<file path="config.mk">
export PLATFORM = sky130hd
export DESIGN_NAME = cfg_i2c_target
export DESIGN_NICKNAME = d
export VERILOG_FILES = /design/src/rtl/cfg_i2c_pkg.sv /design/src/rtl/line_filter.sv /design/src/rtl/i2c_target_ctrl.sv /design/src/rtl/cfg_reg_bank.sv /design/src/rtl/cfg_profile_decode.sv /design/src/rtl/cfg_i2c_target.sv
export SDC_FILE = /design/constraint.sdc
export NUM_CORES = 1
export LEC_CHECK = 0
export CAP_MARGIN = 0
export CORE_AREA = 10 10 189 227
export DETAILED_ROUTE_END_ITERATION = 16
export DIE_AREA = 0 0 199 237
export GPL_ROUTABILITY_DRIVEN = 1
export PLACE_DENSITY_LB_ADDON = 0.1
export SLEW_MARGIN = 30
export SYNTH_ARGS = -nofsm -noshare
export SYNTH_HDL_FRONTEND = slang
export SYNTH_HIERARCHICAL = 1
export SYNTH_SLANG_ARGS = --single-unit
</file>
<file path="constraint.sdc">
create_clock -name clk -period 4.75 [get_ports clk]
set_input_delay 0.95 -clock clk [delete_from_list [all_inputs] [get_ports clk]]
set_output_delay 0.95 -clock clk [all_outputs]
set_load 0.02 [all_outputs]
</file>
<file path="src/rtl/cfg_i2c_pkg.sv">
package cfg_i2c_pkg;
  localparam int REG_W     = 8;
  localparam int MAP_DEPTH = 24;
  localparam int PROFILES  = 4;
  localparam int SEL_W     = $clog2(PROFILES);
  localparam int INT_W     = 7;
  localparam int FRAC_W    = 18;
  localparam int ODIV_W    = 7;
  localparam int IDIV_W    = 3;

  // register bases the profile decoder depends on
  localparam int INT_LO_BASE   = 0;
  localparam int FRAC_HI_BASE  = 4;
  localparam int FRAC_MID_BASE = 8;
  localparam int ODIV_BASE     = 12;
  localparam int MISC_BASE     = 20;
  localparam int OUTCTL_REG    = 17;
  localparam int MODE_REG      = 18;

  localparam logic [MAP_DEPTH*REG_W-1:0] DEFAULT_IMAGE =
    192'h00000000_00400600_00000000_00000000_00000000_00000050;

  // strobes from the byte engine to the register bank
  typedef struct packed {
    logic             setPtr;
    logic             wrByte;
    logic             rdNext;
    logic [REG_W-1:0] data;
  } bankCmd_t;

  typedef enum logic [2:0] {
    BUS_IDLE, BUS_RX, BUS_ACK, BUS_TX, BUS_MACK, BUS_WAIT
  } busState_t;

  typedef enum logic [1:0] {RX_ADDR, RX_PTR, RX_DATA} rxKind_t;

  function automatic int bitIdx(input int regNum, input int bitNum);
    return regNum * REG_W + bitNum;
  endfunction
endpackage

</file>
<file path="src/rtl/line_filter.sv">
module line_filter #(
  parameter int DEPTH = 3
) (
  input  logic clk,
  input  logic rstN,
  input  logic rawIn,
  output logic cleanOut
);
  logic [1:0]       syncQ;
  logic [DEPTH-1:0] histQ;

  always_ff @(posedge clk or negedge rstN) begin
    if (!rstN) begin
      syncQ    <= '1;
      histQ    <= '1;
      cleanOut <= 1'b1;
    end else begin
      syncQ <= {syncQ[0], rawIn};
      histQ <= {histQ[DEPTH-2:0], syncQ[1]};
      if (&histQ)
        cleanOut <= 1'b1;
      else if (~|histQ)
        cleanOut <= 1'b0;
    end
  end
endmodule

</file>
<file path="src/rtl/i2c_target_ctrl.sv">
module i2c_target_ctrl
  import cfg_i2c_pkg::*;
#(
  parameter logic [6:0] TARGET_ADDR = 7'b1101110,
  parameter int         FILT_LEN    = 3
) (
  input  logic             clk,
  input  logic             rstN,
  input  logic             sclIn,
  input  logic             sdaIn,
  input  logic [REG_W-1:0] rdData,
  output logic             sdaDriveLow,
  output bankCmd_t         cmd
);
  localparam int LINES = 2;
  localparam int CNT_W = $clog2(REG_W);
  localparam logic [CNT_W-1:0] LAST_BIT = CNT_W'(REG_W - 1);

  logic [LINES-1:0] rawLines, cleanLines;
  assign rawLines = {sdaIn, sclIn};

  for (genvar i = 0; i < LINES; i++) begin : g_line
    line_filter #(.DEPTH(FILT_LEN)) u_filt (
      .clk     (clk),
      .rstN    (rstN),
      .rawIn   (rawLines[i]),
      .cleanOut(cleanLines[i])
    );
  end

  logic scl, sda, sclPrev, sdaPrev;
  assign scl = cleanLines[0];
  assign sda = cleanLines[1];

  always_ff @(posedge clk or negedge rstN) begin
    if (!rstN) begin
      sclPrev <= 1'b1;
      sdaPrev <= 1'b1;
    end else begin
      sclPrev <= scl;
      sdaPrev <= sda;
    end
  end

  logic sclRise, sclFall, startSeen, stopSeen;
  assign sclRise   = scl & ~sclPrev;
  assign sclFall   = ~scl & sclPrev;
  assign startSeen = scl & sclPrev & sdaPrev & ~sda;
  assign stopSeen  = scl & sclPrev & ~sdaPrev & sda;

  busState_t        state;
  rxKind_t          kind;
  logic [CNT_W-1:0] bitCnt;
  logic [REG_W-1:0] shiftQ, txQ;
  logic             byteDone, readMode, hostAck;

  always_ff @(posedge clk or negedge rstN) begin
    if (!rstN) begin
      state       <= BUS_IDLE;
      kind        <= RX_ADDR;
      bitCnt      <= '0;
      shiftQ      <= '0;
      txQ         <= '0;
      byteDone    <= 1'b0;
      readMode    <= 1'b0;
      hostAck     <= 1'b0;
      sdaDriveLow <= 1'b0;
      cmd         <= '0;
    end else begin
      cmd <= '0;
      if (startSeen) begin
        state       <= BUS_RX;
        kind        <= RX_ADDR;
        bitCnt      <= '0;
        byteDone    <= 1'b0;
        sdaDriveLow <= 1'b0;
      end else if (stopSeen) begin
        state       <= BUS_IDLE;
        sdaDriveLow <= 1'b0;
      end else begin
        case (state)
          BUS_RX: begin
            if (sclRise) begin
              shiftQ <= {shiftQ[REG_W-2:0], sda};
              bitCnt <= bitCnt + 1'b1;
              if (bitCnt == LAST_BIT) byteDone <= 1'b1;
            end else if (sclFall && byteDone) begin
              byteDone <= 1'b0;
              case (kind)
                RX_ADDR: begin
                  if (shiftQ[REG_W-1:1] == TARGET_ADDR) begin
                    readMode    <= shiftQ[0];
                    sdaDriveLow <= 1'b1;
                    state       <= BUS_ACK;
                  end else begin
                    state <= BUS_WAIT;
                  end
                end
                RX_PTR: begin
                  cmd.setPtr  <= 1'b1;
                  cmd.data    <= shiftQ;
                  sdaDriveLow <= 1'b1;
                  state       <= BUS_ACK;
                end
                default: begin
                  cmd.wrByte  <= 1'b1;
                  cmd.data    <= shiftQ;
                  sdaDriveLow <= 1'b1;
                  state       <= BUS_ACK;
                end
              endcase
            end
          end
          BUS_ACK: begin
            if (sclFall) begin
              bitCnt <= '0;
              if (kind == RX_ADDR && readMode) begin
                txQ         <= rdData;
                sdaDriveLow <= ~rdData[REG_W-1];
                cmd.rdNext  <= 1'b1;
                state       <= BUS_TX;
              end else begin
                sdaDriveLow <= 1'b0;
                state       <= BUS_RX;
                kind        <= (kind == RX_ADDR) ? RX_PTR : RX_DATA;
              end
            end
          end
          BUS_TX: begin
            if (sclFall) begin
              if (bitCnt == LAST_BIT) begin
                sdaDriveLow <= 1'b0;
                state       <= BUS_MACK;
              end else begin
                txQ         <= {txQ[REG_W-2:0], 1'b0};
                sdaDriveLow <= ~txQ[REG_W-2];
                bitCnt      <= bitCnt + 1'b1;
              end
            end
          end
          BUS_MACK: begin
            if (sclRise) begin
              hostAck <= ~sda;
            end else if (sclFall) begin
              if (hostAck) begin
                txQ         <= rdData;
                sdaDriveLow <= ~rdData[REG_W-1];
                cmd.rdNext  <= 1'b1;
                bitCnt      <= '0;
                state       <= BUS_TX;
              end else begin
                state <= BUS_WAIT;
              end
            end
          end
          default: ;
        endcase
      end
    end
  end
endmodule

</file>
<file path="src/rtl/cfg_reg_bank.sv">
module cfg_reg_bank
  import cfg_i2c_pkg::*;
#(
  parameter int                          NUM_REGS    = MAP_DEPTH,
  parameter logic [NUM_REGS*REG_W-1:0]   RESET_IMAGE = DEFAULT_IMAGE
) (
  input  logic                      clk,
  input  logic                      rstN,
  input  bankCmd_t                  cmd,
  output logic [REG_W-1:0]          rdData,
  output logic [NUM_REGS*REG_W-1:0] regImage
);
  localparam int PTR_W = REG_W;
  localparam int IDX_W = $clog2(NUM_REGS);
  localparam logic [PTR_W-1:0] LAST_IDX = PTR_W'(NUM_REGS - 1);

  logic [REG_W-1:0] regsQ [NUM_REGS];
  logic [PTR_W-1:0] ptrQ;
  logic             inRange;

  assign inRange = (ptrQ <= LAST_IDX);

  always_ff @(posedge clk or negedge rstN) begin
    if (!rstN) begin
      ptrQ <= '0;
      for (int k = 0; k < NUM_REGS; k++)
        regsQ[k] <= RESET_IMAGE[k*REG_W +: REG_W];
    end else if (cmd.setPtr) begin
      ptrQ <= cmd.data;
    end else if (cmd.wrByte || cmd.rdNext) begin
      if (cmd.wrByte && inRange)
        regsQ[ptrQ[IDX_W-1:0]] <= cmd.data;
      if (ptrQ != '1)
        ptrQ <= ptrQ + 1'b1;
    end
  end

  assign rdData = inRange ? regsQ[ptrQ[IDX_W-1:0]] : '0;

  for (genvar k = 0; k < NUM_REGS; k++) begin : g_flat
    assign regImage[k*REG_W +: REG_W] = regsQ[k];
  end
endmodule

</file>
<file path="src/rtl/cfg_profile_decode.sv">
module cfg_profile_decode
  import cfg_i2c_pkg::*;
(
  input  logic [MAP_DEPTH*REG_W-1:0] image,
  output logic [SEL_W-1:0]           activeProfile,
  output logic [INT_W-1:0]           intDiv,
  output logic [FRAC_W-1:0]          fracDiv,
  output logic [ODIV_W-1:0]          outDiv,
  output logic [IDIV_W-1:0]          inDiv,
  output logic                       pllEnable,
  output logic                       refOutOff,
  output logic                       mainOutOff,
  output logic                       swingHigh
);
  logic [INT_W-1:0]  intAll  [PROFILES];
  logic [FRAC_W-1:0] fracAll [PROFILES];
  logic [ODIV_W-1:0] odivAll [PROFILES];
  logic [IDIV_W-1:0] idivAll [PROFILES];
  logic              unusedImageBits;

  for (genvar n = 0; n < PROFILES; n++) begin : g_prof
    assign intAll[n] = {image[bitIdx(MISC_BASE + n, 4)],
                        image[bitIdx(MISC_BASE + n, 5)],
                        image[bitIdx(INT_LO_BASE + n, 5) -: 5]};
    assign fracAll[n] = {image[bitIdx(INT_LO_BASE + n, 0)],
                         image[bitIdx(FRAC_HI_BASE + n, 7) -: 8],
                         image[bitIdx(FRAC_MID_BASE + n, 7) -: 8],
                         image[bitIdx(ODIV_BASE + n, 7)]};
    assign odivAll[n] = image[bitIdx(ODIV_BASE + n, 6) -: ODIV_W];
    assign idivAll[n] = {image[bitIdx(MISC_BASE + n, 3)],
                         image[bitIdx(MISC_BASE + n, 7) -: 2]};
  end

  assign activeProfile = image[bitIdx(MODE_REG, 5) -: SEL_W];
  assign intDiv        = intAll[activeProfile];
  assign fracDiv       = fracAll[activeProfile];
  assign outDiv        = odivAll[activeProfile];
  assign inDiv         = idivAll[activeProfile];
  assign pllEnable     = image[bitIdx(MODE_REG, 6)];
  assign refOutOff     = image[bitIdx(OUTCTL_REG, 3)];
  assign mainOutOff    = image[bitIdx(OUTCTL_REG, 2)];
  assign swingHigh     = image[bitIdx(OUTCTL_REG, 1)];

  // bits with no decoded meaning are still carried on the flat image
  assign unusedImageBits = ^image;
endmodule

</file>
<file path="src/rtl/cfg_i2c_target.sv">
module cfg_i2c_target
  import cfg_i2c_pkg::*;
#(
  parameter logic [6:0]                 TARGET_ADDR = 7'b1101110,
  parameter int                         FILT_LEN    = 3,
  parameter logic [MAP_DEPTH*REG_W-1:0] RESET_IMAGE = DEFAULT_IMAGE
) (
  input  logic                       clk,
  input  logic                       rstN,
  input  logic                       sclIn,
  input  logic                       sdaIn,
  output logic                       sdaDriveLow,
  output logic [MAP_DEPTH*REG_W-1:0] regImage,
  output logic [SEL_W-1:0]           activeProfile,
  output logic [INT_W-1:0]           intDiv,
  output logic [FRAC_W-1:0]          fracDiv,
  output logic [ODIV_W-1:0]          outDiv,
  output logic [IDIV_W-1:0]          inDiv,
  output logic                       pllEnable,
  output logic                       refOutOff,
  output logic                       mainOutOff,
  output logic                       swingHigh
);
  bankCmd_t         bankCmd;
  logic [REG_W-1:0] rdData;

  i2c_target_ctrl #(
    .TARGET_ADDR(TARGET_ADDR),
    .FILT_LEN   (FILT_LEN)
  ) u_ctrl (
    .clk        (clk),
    .rstN       (rstN),
    .sclIn      (sclIn),
    .sdaIn      (sdaIn),
    .rdData     (rdData),
    .sdaDriveLow(sdaDriveLow),
    .cmd        (bankCmd)
  );

  cfg_reg_bank #(
    .NUM_REGS   (MAP_DEPTH),
    .RESET_IMAGE(RESET_IMAGE)
  ) u_bank (
    .clk     (clk),
    .rstN    (rstN),
    .cmd     (bankCmd),
    .rdData  (rdData),
    .regImage(regImage)
  );

  cfg_profile_decode u_decode (
    .image        (regImage),
    .activeProfile(activeProfile),
    .intDiv       (intDiv),
    .fracDiv      (fracDiv),
    .outDiv       (outDiv),
    .inDiv        (inDiv),
    .pllEnable    (pllEnable),
    .refOutOff    (refOutOff),
    .mainOutOff   (mainOutOff),
    .swingHigh    (swingHigh)
  );
endmodule

</file>
After elaboration in Yosys (flattened, before gate mapping)
Index checks and enable logic that the tools add are counted.
{ "word_totals": {"inputBits": 4, "output_inout_bits": 234, "register_bits": 252} }
{ "op_classes": {"order_cmp": 4, "add_sub_neg": 2, "eq_ne": 36, "reduce_logical": 31, "bitwise_logic": 19, "mux": 101} }
{ "ops": {"columns": ["op", "n"], "rows": [
  ["bitwise mux 192 bit", 1],
  ["two-way mux 8 bit", 11],
  ["two-way mux 7 bit", 11],
  ["two-way mux 3 bit", 23],
  ["binary-select mux 8 bit (select 5 bit)", 1],
  ["demux 8 bit (select 5 bit)", 1],
  ["binary-select mux 18 bit (select 2 bit)", 1],
  ["two-way mux 18 bit", 2],
  ["two-way mux 1 bit", 30],
  ["binary-select mux 7 bit (select 2 bit)", 2],
  ["inequality test 4 x 1 -> 1 bit, second input constant", 6],
  ["one-hot mux 3 bit (4 select lines)", 2],
  ["two-way mux 11 bit", 2],
  ["one-hot mux 7 bit (3 select lines)", 1],
  ["two-way mux 2 bit", 10],
  ["AND reduction 9 bit", 2],
  ["AND reduction 4 bit", 4],
  ["inequality test 3 x 1 -> 1 bit, second input constant", 5],
  ["inequality test 2 x 1 -> 1 bit, second input constant", 7],
  ["NOT 1 bit", 10],
  ["AND reduction 10 bit", 1],
  ["nonzero test 2 bit", 5],
  ["AND reduction 3 bit", 3],
  ["adder 8 x 1 -> 8 bit, second input constant", 1],
  ["other kinds (33)", 51]
]} }

Longest topological paths before layout
Gate-level depths: netlist of the first run.
{ "depth": {"word_depth": 12, "depth_mapped": 10, "ltp_nobuf": 7} }

Cells and area by module
The synthesis of the first run kept the hierarchy.
{ "by_module_without_submodules": {"columns": ["mod", "area_per_inst_um2", "cells_each", "n_inst"], "rows": [
  ["cfg_reg_bank", 9545.4, 640, 1],
  ["i2c_target_ctrl", 2013.2, 198, 1],
  ["cfg_profile_decode", 943.4, 49, 1],
  ["line_filter", 176.4, 10, 2]
]} }

Worst setup path before layout of the first run
No wires, ideal clock.
{ "synth_path": {"path_kind": "reg2out", "start": "register u_bank.regsQ, in the netlist u_bank/regImage[148]", "end": "output fracDiv[0]", "setup_slack_ns": 2.399, "path_stages_with_launch": 4, "n_path_buf": 2, "required_ns": 3.800, "arrival_time_ns": 1.401, "cell_sequence": "dfrtp_1 buf_6 buf_12 mux4_2"} }
{ "synth_via": {"elab_chain_cells": 4} }
{ "synth_rtl": {"columns": ["element", "line_no", "rtl"], "rows": [
  ["start, declared", "cfg_reg_bank.sv:17", "logic [REG_W-1:0] regsQ [NUM_REGS];"],
  ["start signal, assigned by index", "cfg_reg_bank.sv:27", "regsQ[k] <= RESET_IMAGE[k*REG_W +: REG_W];"],
  ["start signal, assigned by index", "cfg_reg_bank.sv:32", "regsQ[ptrQ[IDX_W-1:0]] <= cmd.data;"],
  ["NOT 2 -> 3 bit (implied by the code)", "cfg_profile_decode.sv:36", "assign fracDiv = fracAll[activeProfile];"],
  ["binary-select mux 18 bit (select 2 bit)", "cfg_profile_decode.sv:36", null],
  ["two-way mux 18 bit (implied by the code) (2 in series)", "cfg_profile_decode.sv:36", null],
  ["end, declared", "cfg_i2c_target.sv:16", "output logic [FRAC_W-1:0] fracDiv,"]
]} }
No other way between the ends. The select of a mux whose other input is x is not followed.

Final worst setup path of the first run
{ "layout_path": {"start": "register u_bank.regsQ, in the netlist u_bank/regImage[148]", "end": "output outDiv[6]"} }
{ "layout_via": {"elab_chain_cells": 4} }
{ "layout_rtl": {"columns": ["element", "line_no", "rtl"], "rows": [
  ["NOT 2 -> 3 bit (implied by the code)", "cfg_profile_decode.sv:37", "assign outDiv = odivAll[activeProfile];"],
  ["binary-select mux 7 bit (select 2 bit)", "cfg_profile_decode.sv:37", null],
  ["two-way mux 7 bit (implied by the code) (2 in series)", "cfg_profile_decode.sv:37", null],
  ["end, declared", "cfg_i2c_target.sv:17", "output logic [ODIV_W-1:0] outDiv,"]
]} }
No other way between the ends. The select of a mux whose other input is x is not followed.

==> results of run 1 <==
power groups by stage:
stage	clock network [mW]	logic, mW	registers, mW
3_3_place_gp	0	0.491	2.37
5_1_grt	2.52	0.545	2.35
6_report	2.38	0.493	2.33
3_5_place_dp	0	0.497	2.37
4_1_cts	2.45	0.497	2.33
2_1_floorplan	0	0.382	2.31
worst paths after layout:
| path | slack, ns | end | depth (start not counted) |
|---|---|---|---|
| max | 0.88 | outDiv[6] | 3 |
| min | 0.25 | u_bank/regImage[79] | 1 |
| max reg2reg | 1.84 | u_ctrl/txQ[2] | 7 |
| min reg2reg | 0.36 | u_ctrl/g_line[0].u_filt/histQ[0] | 0 |
| max in group asynchronous | 3.22 | u_ctrl/cmd[7] | 3 |
| min in group clk | 0.36 | u_ctrl/g_line[0].u_filt/histQ[0] | 0 |
logic make-up after synthesis:
family	count (synthesis)	share of synthesized area, %
XOR/XNOR	3	0.2044
buffers and inverters	79	3.348
adder cells (fa/ha/maj)	6	0.5840
AND/OR/NAND/NOR	162	8.001
flip-flops	252	49.24
multiplexers	306	32.99
AO/OA/AOI/OAI	99	5.636
sequential cells by signal, indices dropped and copies added, names as in the netlist, 2 cells and up:
| register | cells |
|---|---|
| u_bank/regImage | 192 |
| u_ctrl/cmd | 11 |
| u_bank/ptrQ | 8 |
| u_ctrl/shiftQ | 8 |
| u_ctrl/txQ | 7 |
| u_ctrl/g_line.u_filt/histQ | 6 |
| u_ctrl/g_line.u_filt/syncQ | 4 |
| u_ctrl/bitCnt | 3 |
| u_ctrl/state | 3 |
| u_ctrl/g_line.u_filt/cleanOut | 2 |
| u_ctrl/kind | 2 |
layer usage:
metal,routed length (um),share of wire (%)
met5,0,0
met3,2760,6.4
met1,18910,44
met2,20480,48
met4,663,1.5
final cells by class:
| cell class | instances | share of cell area, % |
|---|---|---|
| antenna | 1 | 0.01502 |
| clock buffer | 46 | 5.459 |
| tap | 486 | 3.649 |
| multi-input combinational | 576 | 36.61 |
| timing repair buffer | 253 | 15.18 |
| inverter | 13 | 0.2928 |
| sequential | 252 | 38.09 |
| clock inverter | 7 | 0.6983 |
per-stage QoR:
step | util [%] | cells
detailed placement | 40.69 | 1579
floorplan | - | 907
global route | 43.44 | 1633
CTS | 43.36 | 1632
finish | 43.45 | 1634
global placement | 40.67 | 1579
cell usage in the layout (no fill, tap or decap), drive strengths merged, types with 9 or more instances in the layout:
cell type and count:
a21oi 17, a22oi 10, nand2b 10, dfstp 19, nand3 10, buf 17
nor2 53, clkdlybuf4s50 236, inv 14, mux4 72, and2 11, dfrtp 233
clkbuf 46, nand2 33, mux2 206, a31oi 9, mux2i 28, o21ai 18
==> impl_metrics.ini, run 1 <==
[status]
status = completed

[placed_design]
io_buffers = 237
post-place-ws_ns = 1.379
dpl.hpwl_mm = 30.34
globalplace.congestion = 0.8324
dpl_cell_area_um2 = 15600

[yosys]
synth_edf_count = 0
yosys.area.top_type_share_pct = 45.36
yosys-top-cells-area = dfrtp_1, mux2_2, mux4_2
synth_warnings = 6
synth_cell_types = 74
synth_area_um2 = 12850
yosysMostFrequentCell = dfrtp_1
ys_seq_area_share_pct = 49.24
syn-instance-count = 907
synth_top_flop_cell = dfrtp_1
async_flop_share_pct = 100.0
syn_nets = 917
synth.avg_cell_area_um2 = 14.17
synth_common_cells = dfrtp_1, mux2_2, mux4_2, nand2_1, nor2_1
synth_largest_area_cell = dfrtp_1
ys_seq_elements = 252

[detailed_routing]
wire_per_inst_um = 26.20
ant_nets = 0
detail_route.vias_per_cell = 5.394
num_vias = 8813
drt-pass1-iter-count = 5
dr.first_iter.drc_count = 527
drt-total-wl_mm = 42.82
drc = 0

[clock_network]
post-cts-setup-buffers = 0
clk_latency_ns = 0.55
cts-root-buf = clkbuf_16
clk_pin_slew_ns = 0.06
htreeDepth = 1
clock_sinks = 252
post_cts_resized = 0
cts_inserted_buffers = 29
cts_tree = yes
cts_hold_buf = 0
cts_buffer_depth = 3

[global_routing]
grt.met1_usage_pct = 23.87
grt-ovfl-total = 0
grt_pass1_vias = 9434
met3_usage_pct = 4.172
antenna_found_initial = 0
grt_max_degree = 110
grt_pass1_wl_mm = 64.59
gr-usage-met2_pct = 29.31
grt-busiest-layer = met2
grt_usage_pct = 18.00

[worst_setup_path]
worstSetupEndpointType = output port
arrival_ns = 2.92
cp.required_ns = 3.80
worstSetupStartpointType = flip-flop
critical_path.slowest_cell = dfrtp_2
cp_num_buf_inv = 2
crit_chain = buf_4 -> mux4_1 -> clkdlybuf4s50_1
cp_max_fo = 18
crit_type = reg -> out
regToRegStartpoint = u_bank/ptrQ[0]
cpPeakStageDelay_ns = 0.76
cp_top_family = buffers and inverters
critPathLaunch = u_bank/regImage[148]

[sta]
post-route-period-util_pct = 81.44
slew_violations = 0
setup_tns_ns = 0
worst_pin_slew_ns = 0.8855
rsz0062_at_grt = no
setup_violations = 0
setup_ws_ns = 0.8815
relSlewSlack_pct = 40.97
finClkSkew_ns = 0.009882
hold_violations = 0
layout_min_cycle_time_ns = 3.869
hold_ws_ns = 0.2481
fmax_ghz = 0.2585

[floorplan]
die_h_um = 237
ios = 238
initial_utilization_pct = 33.52
die_area_um2 = 47160
rows = 79
core-area_um2 = 38350
die-width_um = 199

[pwr]
p_clk_share_pct = 45.7
p_leak_nw = 7.003
total_power_mw = 5.210
power_density_nw_per_um2 = 312.7
p_int_mw = 3.915
p_sw_share_pct = 24.86
power_frac_comb_pct = 9.5
p_sw_mw = 1.295
seqPwrFrac_pct = 44.8
max-vdd-ir-drop_mv = 0.2130

[cells_and_area]
fin_nets = 1135
fillers = 3567
ff_latch_area_um2 = 6347
drive_gt1_share_pct = 34.61
area_growth_pct = 29.63
final_area_um2 = 16660
multi_input_area_um2 = 6101

[min_path]
hp-class = in -> async

[job]
cap_viol_max_count = 0
Note: power is estimated with default switching activity, not from simulation.
==> run 2, diff against run 1 <==
clock period = 3.7 ns   (was 4.75 ns; I/O delays follow)
==> run 2 against run 1 <==
Sequential cell count stayed put. Total power up 28%. Core utilization increased by 0.095 points. Cell count grew 0.37%. Global-route usage is 0.19 points higher. Combinational power increased by 20%. Die area unchanged. Clock skew shrank 0.0023 ns. Clock power is 27% higher. Sequential power up 30%.
==> impl_metrics.ini, run 2 (same netlist as run 1, synthesis figures left out) <==
[clock_network]
cts_hold_buf = 0
post_cts_resized = 0
cts_tree = yes
post-cts-setup-buffers = 0
cts_buffer_depth = 3
clk_pin_slew_ns = 0.06
htreeDepth = 1
clk_latency_ns = 0.56
cts_inserted_buffers = 28
cts-root-buf = clkbuf_16
clock_sinks = 252

[placed_design]
dpl.hpwl_mm = 30.86
dpl_cell_area_um2 = 15700
globalplace.congestion = 0.8486
io_buffers = 237
placedCellCount = 1588
post-place-ws_ns = 0.7921

[worst_setup_path]
cp_max_fo = 10
worstSetupStartpointType = flip-flop
cp_num_buf_inv = 2
cp.required_ns = 2.96
critical_path.slowest_cell = dfrtp_2
r2r_slack_ns = 0.92
arrival_ns = 2.70
cp_top_family = buffers and inverters
cpPeakStageDelay_ns = 0.67
worstSetupEndpointType = output port
crit_chain = buf_4 -> mux4_1 -> clkdlybuf4s50_1
crit_type = reg -> out

[floorplan]
rows = 79
initial_utilization_pct = 33.52
die_h_um = 237
ios = 238
core-area_um2 = 38350
die_area_um2 = 47160
die-width_um = 199

[global_routing]
grt-busiest-layer = met2
met3_usage_pct = 4.016
grt_max_degree = 101
grt.met1_usage_pct = 24.27
grt_pass1_wl_mm = 65.36
grt-ovfl-total = 0
grt_usage_pct = 18.19
antenna_found_initial = 0
grt_pass1_vias = 9467
gr-usage-met2_pct = 29.36

[pwr]
total_power_mw = 6.655
max-vdd-ir-drop_mv = 0.3526
power_density_nw_per_um2 = 398.5
p_leak_nw = 7.025

[detailed_routing]
drc = 0
num_vias = 8928
ant_nets = 0
detail_route.vias_per_cell = 5.444
wire_per_inst_um = 26.48
drt-total-wl_mm = 43.42
dr.first_iter.drc_count = 542
drt-pass1-iter-count = 5

[job]
cap_viol_max_count = 0

[cells_and_area]
fin_nets = 1142
post_layout_nonfiller_instances = 1640
fin_util_pct = 43.54
final_area_um2 = 16700
layout_common_cells = clkdlybuf4s50_1, dfrtp_1, mux2_2, mux4_2, nand2_1
fillers = 3577
layout_commonest_cell = clkdlybuf4s50_1
area_growth_pct = 29.91
num_antenna_cells = 0
drive_gt1_share_pct = 34.58
largest_reg_flops = 192

[sta]
setup_violations = 0
rsz0062_at_grt = no
hold_violations = 0
post-route-period-util_pct = 92.98
layout_min_cycle_time_ns = 3.440
hold_ws_ns = 0.2062
setup_tns_ns = 0
worst_pin_slew_ns = 0.9898
finClkSkew_ns = 0.007616
fmax_ghz = 0.2907
relSlewSlack_pct = 34.02
setup_ws_ns = 0.2597
slew_violations = 0

[min_path]
hp-class = in -> async

[status]
status = completed
-- run 2: cell types whose count changed in the layout (fill, tap and decap cells not counted), moves of 2 or more --
cell       before  now
buf_4          14   20
clkbuf_1        5    7
buf_12          1    4
bufinv_16       3    5
clkbuf_8       12    4
-- run 2: layer usage --
layer  part of all wire, %  wire length, um
met3                   6.2             2702
met1                    45            19410
met5                     0                0
met4                   1.8              786
met2                    47            20520
-- run 2: final timing paths --
kind	depth (start not counted)	from	end
hold reg to reg	0	u_ctrl/g_line[0].u_filt/syncQ[1]	u_ctrl/g_line[0].u_filt/histQ[0]
max in group asynchronous	2	rstN	u_ctrl/g_line[1].u_filt/histQ[1]
hold / removal	1	rstN	u_bank/regImage[95]
setup / recovery	3	u_bank/regImage[148]	intDiv[6]
setup reg to reg	4	u_bank/ptrQ[3]	u_bank/regImage[2]
min in group clk	0	u_ctrl/g_line[0].u_filt/syncQ[1]	u_ctrl/g_line[0].u_filt/histQ[0]
-- run 2: worst reg2reg max path, stage by stage, from the launching register on --
cell and delay [ns]:
dfrtp_1 0.53, a2111oi_4 0.61, nand3_2 0.37, nor2_2 0.74
mux2_2 0.41
-- run 2: layout make-up --
cell class,count,area [um2],share of cell area (%)
repair buffers,261,2608,15.61
clock buffers,40,807.0,4.833
well taps,486,608.1,3.641
inverters,13,48.80,0.2922
multi-input cells,576,6095,36.50
flip-flops and latches,252,6344,37.99
clock inverters,12,190.2,1.139
-- run 2: where the power goes --
part / total (mW) / internal (mW) / switching, mW
logic: 0.593 / 0.279 / 0.314
registers: 3.03 / 2.87 / 0.168
clock network: 3.03 / 1.86 / 1.17
==> run 3, diff against run 2 <==
CTS_CLUSTER_SIZE = 25   (was default)
clock period = 2.75 ns   (was 3.7 ns; I/O delays follow)
==> run 3 against run 2 <==
Final area grew 1.0%. Register-to-register slack lost 0.71 ns. Largest cell class unchanged. Combinational power is 52% higher. First-iteration DRC count up 4.8%. Sequential share of layout area shrank 0.38 points. Die area stayed put. Count of clock-buffer cells in the layout increased by 1. Via count grew 1.3%.
==> impl_metrics.ini, run 3 (same netlist as run 1, synthesis figures left out) <==
[status]
status = completed

[worst_setup_path]
r2r_slack_ns = 0.21
regToRegStartpoint = u_bank/ptrQ[4]
worstSetupStartpointType = flip-flop
rr_worst_depth = 7
cp_max_fo = 21
critical_path.slowest_cell = mux4_2
crit_type = reg -> out
arrival_ns = 2.10
cp.depth = 3
cp_num_buf_inv = 2
cp.required_ns = 2.20
critPathLaunch = u_bank/regImage[148]
crit_chain = buf_12 -> mux4_2 -> dlygate4sd2_1
cp_top_family = buffers and inverters
crit_end = fracDiv[15]
r2r_end = u_ctrl/txQ[2]
cpPeakStageDelay_ns = 0.53
worstSetupEndpointType = output port

[sta]
finClkSkew_ns = 0.01132
post-route-period-util_pct = 96.52
relSlewSlack_pct = 35.48
setup_violations = 0
slew_violations = 0
hold_violations = 0
rsz0062_at_grt = no
setup_tns_ns = 0
worst_pin_slew_ns = 0.9678
layout_min_cycle_time_ns = 2.654
hold_ws_ns = 0.3554
fmax_ghz = 0.3767

[detailed_routing]
drt-total-wl_mm = 44.05
drc = 0
ant_nets = 0
wire_per_inst_um = 26.33
detail_route.vias_per_cell = 5.404
drt-pass1-iter-count = 5
num_vias = 9041
dr.first_iter.drc_count = 568

[global_routing]
grt_pass1_wl_mm = 66.62
grt_max_degree = 61
grt_pass1_vias = 9716
grt_usage_pct = 18.53
grt-ovfl-total = 0
antenna_found_initial = 0

[floorplan]
ios = 238
rows = 79
initial_utilization_pct = 33.52
die_area_um2 = 47160
core-area_um2 = 38350
die-width_um = 199
die_h_um = 237

[pwr]
p_clk_share_pct = 41.8
power_density_nw_per_um2 = 502.4
p_sw_share_pct = 25.17
seqPwrFrac_pct = 47.5
p_leak_nw = 7.347
p_int_mw = 6.341
power_frac_comb_pct = 10.7
max-vdd-ir-drop_mv = 0.3614
p_sw_mw = 2.133

[placed_design]
dpl.hpwl_mm = 32.51
globalplace.congestion = 0.8549
io_buffers = 237

[clock_network]
post-cts-setup-buffers = 0
clk_latency_ns = 0.54
cts_buffer_depth = 3
clock_sinks = 252
htreeDepth = 1
clk_pin_slew_ns = 0.06
cts-root-buf = clkbuf_16
cts_inserted_buffers = 27
cts_tree = yes

[cells_and_area]
fin_nets = 1179
layout_commonest_cell = dfrtp_1
ff_latch_area_um2 = 6344
multi_input_area_um2 = 6095
layout_common_cells = dfrtp_1, clkdlybuf4s50_1, mux2_2, mux4_2, buf_4
num_antenna_cells = 0
largest_reg_flops = 192
fillers = 3647
area_growth_pct = 31.21
drive_gt1_share_pct = 35.97

[min_path]
hp-class = reg -> reg

[job]
cap_viol_max_count = 0
[run 3: changes by cell type in the layout (fill, tap and decap cells not counted), moves of 2 or more]
cell	previous run	this run
clkdlybuf4s50_1	236	201
dlygate4sd2_1	0	33
buf_4	20	50
buf_12	4	10
clkbuf_1	7	11
bufinv_16	5	2
clkbuf_16	29	27
[run 3: layer usage]
metal / part of all wire, % / GRT usage [%]
met1: 43 / 23.96
met2: 49 / 30.48
met3: 6.6 / 4.612
met4: 1.8 / 4.191
met5: 0 / 0
[run 3: power groups by stage]
stage / sequential (mW) / combinational [mW] / clock (mW)
after detailed placement: 4.09 / 0.926 / 0
after global placement: 4.09 / 0.908 / 0
after CTS: 4.03 / 0.929 / 3.65
final: 4.03 / 0.903 / 3.54
after floorplan: 4.00 / 0.660 / 0
after global routing: 4.05 / 1.01 / 3.78
[run 3: layout make-up]
cell class	instances	area share (%)
timing repair buffer	299	17.40
clock buffer	41	4.495
tap	486	3.605
clock inverter	6	0.4673
multi-input combinational	576	36.13
sequential	252	37.61
inverter	13	0.2893
[run 3: worst min path at each step]
stage	end	slack (ns)	startpoint	cells past startpoint
2_1_floorplan	u_bank/ptrQ[0]	0.25	rstN	0
3_3_place_gp	u_ctrl/g_line[0].u_filt/histQ[0]	0.35	u_ctrl/g_line[0].u_filt/syncQ[1]	0
6_report	u_ctrl/g_line[0].u_filt/histQ[0]	0.36	u_ctrl/g_line[0].u_filt/syncQ[1]	0
5_1_grt	u_ctrl/g_line[0].u_filt/syncQ[1]	0.36	u_ctrl/g_line[0].u_filt/syncQ[0]	0
3_5_place_dp	u_ctrl/g_line[0].u_filt/histQ[0]	0.35	u_ctrl/g_line[0].u_filt/syncQ[1]	0
4_1_cts	u_ctrl/g_line[0].u_filt/histQ[0]	0.36	u_ctrl/g_line[0].u_filt/syncQ[1]	0
[run 3: what timing repair did]
action,4_1_cts,5_1_grt
hold buffers,1,0
setup endpoints to repair,34,5
hold endpoints to repair,41,0
pin swaps,0,0
gates resized for setup,34,3
[run 3: stage by stage]
| stage | util [%] | cell area, um2 | instances | setup WS [ns] | power [mW] |
|---|---|---|---|---|---|
| global placement | 41.85 | 16050 | 1625 | 0.2527 | 4.997 |
| CTS | 43.96 | 16860 | 1673 | 0.005243 | 8.610 |
| detailed placement | 41.86 | 16050 | 1625 | 0.2289 | 5.018 |
| global route | 43.98 | 16870 | 1673 | 0.006968 | 8.836 |
| floorplan | - | 12850 | 907 | 0.6214 | 4.658 |
| finish | 43.98 | 16870 | 1673 | 0.09563 | 8.474 |
